`src/rtl/ddc_pkg.sv`:
```
package ddc_pkg;

  typedef enum logic [2:0] {
    KIND_IDLE    = 3'd0,
    KIND_READ    = 3'd1,
    KIND_EARLY_W = 3'd2,
    KIND_LATE_W  = 3'd3,
    KIND_ROW_REF = 3'd4,
    KIND_CBR     = 3'd5,
    KIND_COL_ONLY = 3'd6
  } kind_t;

  typedef enum logic [1:0] {
    MODE_IDLE,
    MODE_ACCESS,
    MODE_CBR,
    MODE_COL_FIRST
  } mode_t;

  localparam int STROBES = 3;
  localparam int S_RAS   = 2;
  localparam int S_CAS   = 1;
  localparam int S_WE    = 0;

endpackage

```
`src/rtl/ddc_strobe_edge.sv`:
```
module ddc_strobe_edge
  import ddc_pkg::*;
(
  input  logic               clk,
  input  logic               rst_n,
  input  logic [STROBES-1:0] strb_n,
  output logic [STROBES-1:0] fall,
  output logic [STROBES-1:0] rise,
  output logic [STROBES-1:0] prev_n,
  output logic               cycle_end
);

  genvar g;
  generate
    for (g = 0; g < STROBES; g++) begin : g_strobe
      always_ff @(posedge clk or negedge rst_n) begin
        if (!rst_n) prev_n[g] <= 1'b1;
        else        prev_n[g] <= strb_n[g];
      end
      assign fall[g] = prev_n[g] & ~strb_n[g];
      assign rise[g] = ~prev_n[g] & strb_n[g];
    end
  endgenerate

  assign cycle_end = strb_n[S_RAS] & strb_n[S_CAS] &
                     ~(prev_n[S_RAS] & prev_n[S_CAS]);

endmodule

```
`src/rtl/ddc_cycle_fsm.sv`:
```
module ddc_cycle_fsm
  import ddc_pkg::*;
#(
  parameter int ADDR_W = 3,
  localparam int IDX_W = 2 * ADDR_W
) (
  input  logic              clk,
  input  logic              rst_n,
  input  logic              ras_n,
  input  logic              cas_n,
  input  logic              we_n,
  input  logic [ADDR_W-1:0] addr,
  input  logic              ras_fall,
  input  logic              cas_fall,
  input  logic              cas_rise,
  input  logic              we_fall,
  input  logic              cas_was_low,
  input  logic              cycle_end,
  output logic              drive_nxt,
  output kind_t             kind_q,
  output logic              rd_en,
  output logic [IDX_W-1:0]  rd_idx,
  output logic              wr_en,
  output logic [IDX_W-1:0]  wr_idx
);

  mode_t             mode_q, mode_nxt;
  kind_t             kind_nxt;
  logic              drive_q;
  logic              early_q, early_nxt;
  logic [ADDR_W-1:0] row_q, row_nxt, col_q, col_nxt, row_sel;

  assign row_sel = ras_fall ? addr : row_q;

  always_comb begin
    mode_nxt  = mode_q;
    kind_nxt  = kind_q;
    drive_nxt = drive_q;
    early_nxt = early_q;
    row_nxt   = row_q;
    col_nxt   = col_q;
    rd_en     = 1'b0;
    wr_en     = 1'b0;
    rd_idx    = {row_sel, addr};
    wr_idx    = {row_q, col_q};

    if (cycle_end) begin
      mode_nxt = MODE_IDLE;
      kind_nxt = KIND_IDLE;
      if (mode_q != MODE_CBR) drive_nxt = 1'b0;
    end else begin
      if (ras_fall) begin
        if (!cas_n && cas_was_low) begin
          mode_nxt = MODE_CBR;
          kind_nxt = KIND_CBR;
        end else begin
          mode_nxt  = MODE_ACCESS;
          kind_nxt  = KIND_ROW_REF;
          drive_nxt = 1'b0;
          row_nxt   = addr;
        end
      end

      if (cas_fall && !ras_n && mode_nxt == MODE_ACCESS) begin
        col_nxt = addr;
        if (!we_n) begin
          wr_en     = 1'b1;
          wr_idx    = {row_sel, addr};
          kind_nxt  = KIND_EARLY_W;
          drive_nxt = 1'b0;
          early_nxt = 1'b1;
        end else begin
          rd_en     = 1'b1;
          kind_nxt  = KIND_READ;
          drive_nxt = 1'b1;
          early_nxt = 1'b0;
        end
      end else if (cas_fall && ras_n) begin
        mode_nxt = MODE_COL_FIRST;
        kind_nxt = KIND_COL_ONLY;
      end

      if (cas_rise && !ras_n && mode_q == MODE_ACCESS)
        drive_nxt = 1'b0;

      if (we_fall && !cas_n && cas_was_low && !ras_n &&
          mode_q == MODE_ACCESS && !early_q) begin
        wr_en    = 1'b1;
        wr_idx   = {row_q, col_q};
        kind_nxt = KIND_LATE_W;
      end
    end
  end

  always_ff @(posedge clk or negedge rst_n) begin
    if (!rst_n) begin
      mode_q  <= MODE_IDLE;
      kind_q  <= KIND_IDLE;
      drive_q <= 1'b0;
      early_q <= 1'b0;
      row_q   <= '0;
      col_q   <= '0;
    end else begin
      mode_q  <= mode_nxt;
      kind_q  <= kind_nxt;
      drive_q <= drive_nxt;
      early_q <= early_nxt;
      row_q   <= row_nxt;
      col_q   <= col_nxt;
    end
  end

endmodule

```
`src/rtl/ddc_cell_array.sv`:
```
module ddc_cell_array #(
  parameter int DATA_W = 16,
  parameter int IDX_W  = 6,
  localparam int DEPTH = 1 << IDX_W
) (
  input  logic              clk,
  input  logic              wr_en,
  input  logic [IDX_W-1:0]  wr_idx,
  input  logic [DATA_W-1:0] wr_data,
  input  logic [IDX_W-1:0]  rd_idx,
  output logic [DATA_W-1:0] rd_data
);

  logic [DATA_W-1:0] cells [DEPTH];

  always_ff @(posedge clk) begin
    if (wr_en) cells[wr_idx] <= wr_data;
  end

  assign rd_data = cells[rd_idx];

endmodule

```
`src/rtl/ddc_out_stage.sv`:
```
module ddc_out_stage #(
  parameter int DATA_W = 16
) (
  input  logic              clk,
  input  logic              rst_n,
  input  logic              drive_nxt,
  input  logic              oe_n,
  input  logic              rd_en,
  input  logic [DATA_W-1:0] rd_data,
  output logic [DATA_W-1:0] dq_out,
  output logic              dq_oe
);

  always_ff @(posedge clk or negedge rst_n) begin
    if (!rst_n) begin
      dq_out <= '0;
      dq_oe  <= 1'b0;
    end else begin
      if (rd_en) dq_out <= rd_data;
      dq_oe <= drive_nxt & ~oe_n;
    end
  end

endmodule

```
`src/rtl/dram_dout_ctrl.sv`:
```
module dram_dout_ctrl
  import ddc_pkg::*;
#(
  parameter int DATA_W = 16,
  parameter int ADDR_W = 3
) (
  input  logic              clk,
  input  logic              rst_n,
  input  logic              ras_n,
  input  logic              cas_n,
  input  logic              we_n,
  input  logic              oe_n,
  input  logic [ADDR_W-1:0] addr,
  input  logic [DATA_W-1:0] din,
  output logic [DATA_W-1:0] dq_out,
  output logic              dq_oe,
  output logic [2:0]        cyc_kind
);

  localparam int IDX_W = 2 * ADDR_W;

  logic [STROBES-1:0] strb_n, fall, rise, prev_n;
  logic               cycle_end, drive_nxt, rd_en, wr_en;
  logic [IDX_W-1:0]   rd_idx, wr_idx;
  logic [DATA_W-1:0]  rd_data;
  kind_t              kind_q;

  assign strb_n[S_RAS] = ras_n;
  assign strb_n[S_CAS] = cas_n;
  assign strb_n[S_WE]  = we_n;

  ddc_strobe_edge u_edge (
    .clk       (clk),
    .rst_n     (rst_n),
    .strb_n    (strb_n),
    .fall      (fall),
    .rise      (rise),
    .prev_n    (prev_n),
    .cycle_end (cycle_end)
  );

  ddc_cycle_fsm #(.ADDR_W(ADDR_W)) u_fsm (
    .clk         (clk),
    .rst_n       (rst_n),
    .ras_n       (ras_n),
    .cas_n       (cas_n),
    .we_n        (we_n),
    .addr        (addr),
    .ras_fall    (fall[S_RAS]),
    .cas_fall    (fall[S_CAS]),
    .cas_rise    (rise[S_CAS]),
    .we_fall     (fall[S_WE]),
    .cas_was_low (~prev_n[S_CAS]),
    .cycle_end   (cycle_end),
    .drive_nxt   (drive_nxt),
    .kind_q      (kind_q),
    .rd_en       (rd_en),
    .rd_idx      (rd_idx),
    .wr_en       (wr_en),
    .wr_idx      (wr_idx)
  );

  ddc_cell_array #(.DATA_W(DATA_W), .IDX_W(IDX_W)) u_cells (
    .clk     (clk),
    .wr_en   (wr_en),
    .wr_idx  (wr_idx),
    .wr_data (din),
    .rd_idx  (rd_idx),
    .rd_data (rd_data)
  );

  ddc_out_stage #(.DATA_W(DATA_W)) u_out (
    .clk       (clk),
    .rst_n     (rst_n),
    .drive_nxt (drive_nxt),
    .oe_n      (oe_n),
    .rd_en     (rd_en),
    .rd_data   (rd_data),
    .dq_out    (dq_out),
    .dq_oe     (dq_oe)
  );

  assign cyc_kind = kind_q;

  logic unused_rise;
  assign unused_rise = rise[S_RAS] | rise[S_WE] | prev_n[S_RAS] | prev_n[S_WE];

endmodule

```
`config.mk`:
```
export PLATFORM = sky130hd
export DESIGN_NAME = dram_dout_ctrl
export DESIGN_NICKNAME = d
export VERILOG_FILES = /design/src/rtl/ddc_pkg.sv /design/src/rtl/ddc_strobe_edge.sv /design/src/rtl/ddc_cycle_fsm.sv /design/src/rtl/ddc_cell_array.sv /design/src/rtl/ddc_out_stage.sv /design/src/rtl/dram_dout_ctrl.sv
export SDC_FILE = /design/constraint.sdc
export NUM_CORES = 1
export LEC_CHECK = 0
export BUFFER_PORTS_ARGS = -buffer_cell sky130_fd_sc_hd__buf_4
export CAP_MARGIN = 25
export CORE_MARGIN = 10
export CORE_UTILIZATION = 24
export CTS_CLUSTER_SIZE = 20
export DETAILED_ROUTE_END_ITERATION = 7
export SYNTH_ARGS = -nofsm -noshare
export SYNTH_HDL_FRONTEND = slang
export SYNTH_SLANG_ARGS = --single-unit
```
`constraint.sdc`:
```
create_clock -name clk -period 3.4 [get_ports clk]
set_clock_uncertainty 0.1 [all_clocks]
set_input_delay 0.34 -clock clk [delete_from_list [all_inputs] [get_ports clk]]
set_output_delay 0.34 -clock clk [all_outputs]
set_load 0.02 [all_outputs]
```
==> reports/results.tsv <==
stage	metric	value	unit
status	status	complete, no violations	
layout	drive_above_1_share	30.6	%
route	drtIter0Drc	2039	
layout	fill_cells	16400	
layout	final_util	28.7	%
power_and_ir_drop	ir_drop	0.357	mV
grt	first_global_vias	20000	
route	firstDrtPassIters	8	
yosys	yosys_warnings	0	
yosys	async_reset_ff_share	3.12	%
placed_design	dpl.cell_count	4226	
clock_network	root_buffer	clkbuf_16	
power_and_ir_drop	pwr-share-clk	40.9	%
yosys	syn_avg_cell_area	21.4	um^2
yosys	netlist-cell-type-count	40	
sta	finalSetupViolCount	0	
power_and_ir_drop	powerDensity	574	mW/mm^2
grt	grt_overflow_total	0	
grt	grt_pass1_wl	149000	um
floorplan	coreArea	0.170	mm^2
min_path	worstHoldPathType	in -> reg	
placed_design	port_buffers	44	
power_and_ir_drop	p_leak	15.3	nW
clock_network	insertion_delay	0.70	ns
worst_setup_path	cp-start-kind	flop	
yosys	synth_area	0.0411	mm^2
clock_network	clockBufferDepth	3	
floorplan	die_h	434	um
power_and_ir_drop	seqPwrFrac	52.1	%
floorplan	initial_core_util	24.2	%
floorplan	rows	151	
placed_design	dp_hpwl	64500	um
yosys	ys_seq_area_share	76.9	%
sta	min_period_over_period	93.4	%
yosys	synth_flop_cell	edfxtp_1	
sta	final-max-slew-violation-count	0	
worst_setup_path	crit_type	reg -> reg	
grt	grt_usage	10.8	%
floorplan	chipWidth	434	um
route	ant_nets	0	
yosys	synth-edff-count	1024	
sta	period_minus_slack	3.18	ns
worst_setup_path	worstPathArrival	3.45	ns
clock_network	htreeDepth	3	
placed_design	gp_routability_congestion	0.894	
layout	final_cells	4426	
worst_setup_path	worst_setup_path_end_kind	flop	
yosys	syn_inst	1918	
route	vias	19700	
yosys	ys_ff_latch	1057	
power_and_ir_drop	power.switching	6.30	mW
flow_run	cap_violations	0	
floorplan	design.die.area	0.188	mm^2
grt	grt_max_degree	80	
sta	setup_tns	0	ns
sta	worstMarginPinSlew	0.982	ns
power_and_ir_drop	p_sw_share	22.5	%
power_and_ir_drop	p_comb_share	7.0	%
layout	area_growth	18.7	%
sta	fmax	0.315	GHz
layout	ff_latch_area	0.0316	mm^2
worst_setup_path	required	3.67	ns
clock_network	cts_inserted_buffers	105	
sta	hold_viol	0	
route	route.detailed.drc	0	
power_and_ir_drop	p_int	21.7	mW
layout	multi_input_area	0.00908	mm^2
clock_network	cts.clk_slew.worst_paths	0.06	ns
grt	antenna_found_initial	2	
sta	rsz0062_at_grt	false	
sta	holdWs	0.0823	ns
route	wire_per_inst	23.4	um
route	drt-vias-per-instance	4.45	
sta	slew_headroom	34.5	%
clock_network	cts_tree	built	
route	wirelength	104000	um
worst_setup_path	crit_path_max_fanout	12	
floorplan	pin_count	45	
layout	nets	2147	
clock_network	clock_sinks	1057	
yosys	syn_nets	1943	
## cell families after synthesis
logic type	Yosys count	synth area share [%]
multiplexers	408	17.4
flip-flops	1057	76.9
AO/OA/AOI/OAI	104	1.90
buffers and inverters	104	1.27
AND/OR/NAND/NOR	245	2.49
## cells in the mapped netlist, types with 9 or more instances
cell type     n  share of area, %
nand3_1      18              0.22
nor2_1       93              0.85
o2111ai_1    29              0.62
mux2i_1     107               2.6
nand2_1     107              0.98
dfrtp_1      30               1.8
clkbuf_1     30              0.27
a22oi_1      10              0.18
o31ai_1      12              0.22
mux4_2      240                13
nor2b_1       9              0.14
edfxtp_1   1024                75
o22ai_1      24              0.37
buf_2        55              0.67
mux2_2       61               1.7
## what timing repair did
action	in CTS	in global routing
pin swaps	0	1
hold buffers	5	0
gates resized for setup	2	4
endpoints found under the hold margin	41	0
endpoints found under the setup margin	32	221
setup buffers	0	2
## final cells by class
cell class / count / share of cell area, %
multi-input combinational: 757 / 18.6
timing repair buffer: 198 / 3.86
clock inverter: 62 / 1.34
sequential: 1057 / 64.8
tap: 2218 / 5.69
inverter: 3 / 0.0231
antenna: 1 / 0.00513
clock buffer: 130 / 5.69
## through the flow
stage	setup WS, ns	power, mW	area, um^2
after CTS	0.00151	28.3	48700
after detailed placement	-0.166	16.9	45200
final	0.225	28.0	48800
after floorplan	0.507	15.8	41100
after global placement	-0.0937	16.9	45200
after global routing	0.0118	28.9	48800
## per-layer routing
layer,share of wire [%],vias up,track usage [%]
li1,-,8397,-
met1,43,10600,14.5
met2,49,588,17.8
met3,5.4,156,1.90
met4,3.3,2,3.39
met5,0.0067,-,0
## final timing paths
check	startpoint	to	cells after the start	slack [ns]
worst max-delay path	u_edge.prev_n[1]	u_cells.cells[32][15]	10	0.22
worst min-delay path	addr[1]	u_fsm.col_q[1]	2	0.08
worst max register to register	u_edge.prev_n[1]	u_cells.cells[32][15]	10	0.22
worst min register to register	u_out.dq_out[8]	u_out.dq_out[8]	2	0.41
max in group asynchronous	rst_n	u_edge.prev_n[2]	2	2.68
min in group asynchronous	rst_n	u_out.dq_out[8]	2	0.10
## worst max-delay path, stage by stage, from the launching register on
cell and delay (ns):
dfstp_2 0.62, nor3b_2 0.37, o211ai_1 0.15, buf_4 0.20, buf_4 0.15, mux2_2 0.23
nand2_1 0.12, buf_4 0.19, buf_4 0.15, nor2_1 0.31, buf_4 0.30
## placed cells by master (no fill, tap or decap), drive strengths merged, types with 18 or more instances in the layout
master	count
buf	193
clkbuf	130
clkinv	43
dfrtp	30
edfxtp	1024
mux2	61
mux2i	107
mux4	240
nand2	107
nand3	18
nor2	93
o2111ai	29
o22ai	24
## power groups by stage
stage	Clock [mW]	Combinational (mW)	Sequential, mW
after floorplan	0	0.932	14.8
after global placement	0	1.97	14.9
after detailed placement	0	1.98	14.9
after CTS	11.7	1.99	14.6
after global routing	12.2	2.09	14.6
final	11.4	1.96	14.6
## sequential cells by signal (all words and copies together) (netlist names)
register,count
u_cells.cells,1024
u_edge.prev_n,3
u_fsm.col_q,3
u_fsm.drive_q,1
u_fsm.early_q,1
u_fsm.kind_q,3
u_fsm.mode_q,2
u_fsm.row_q,3
u_out.dq_oe,1
u_out.dq_out,16
No activity file was read; power rests on OpenSTA's default activity.
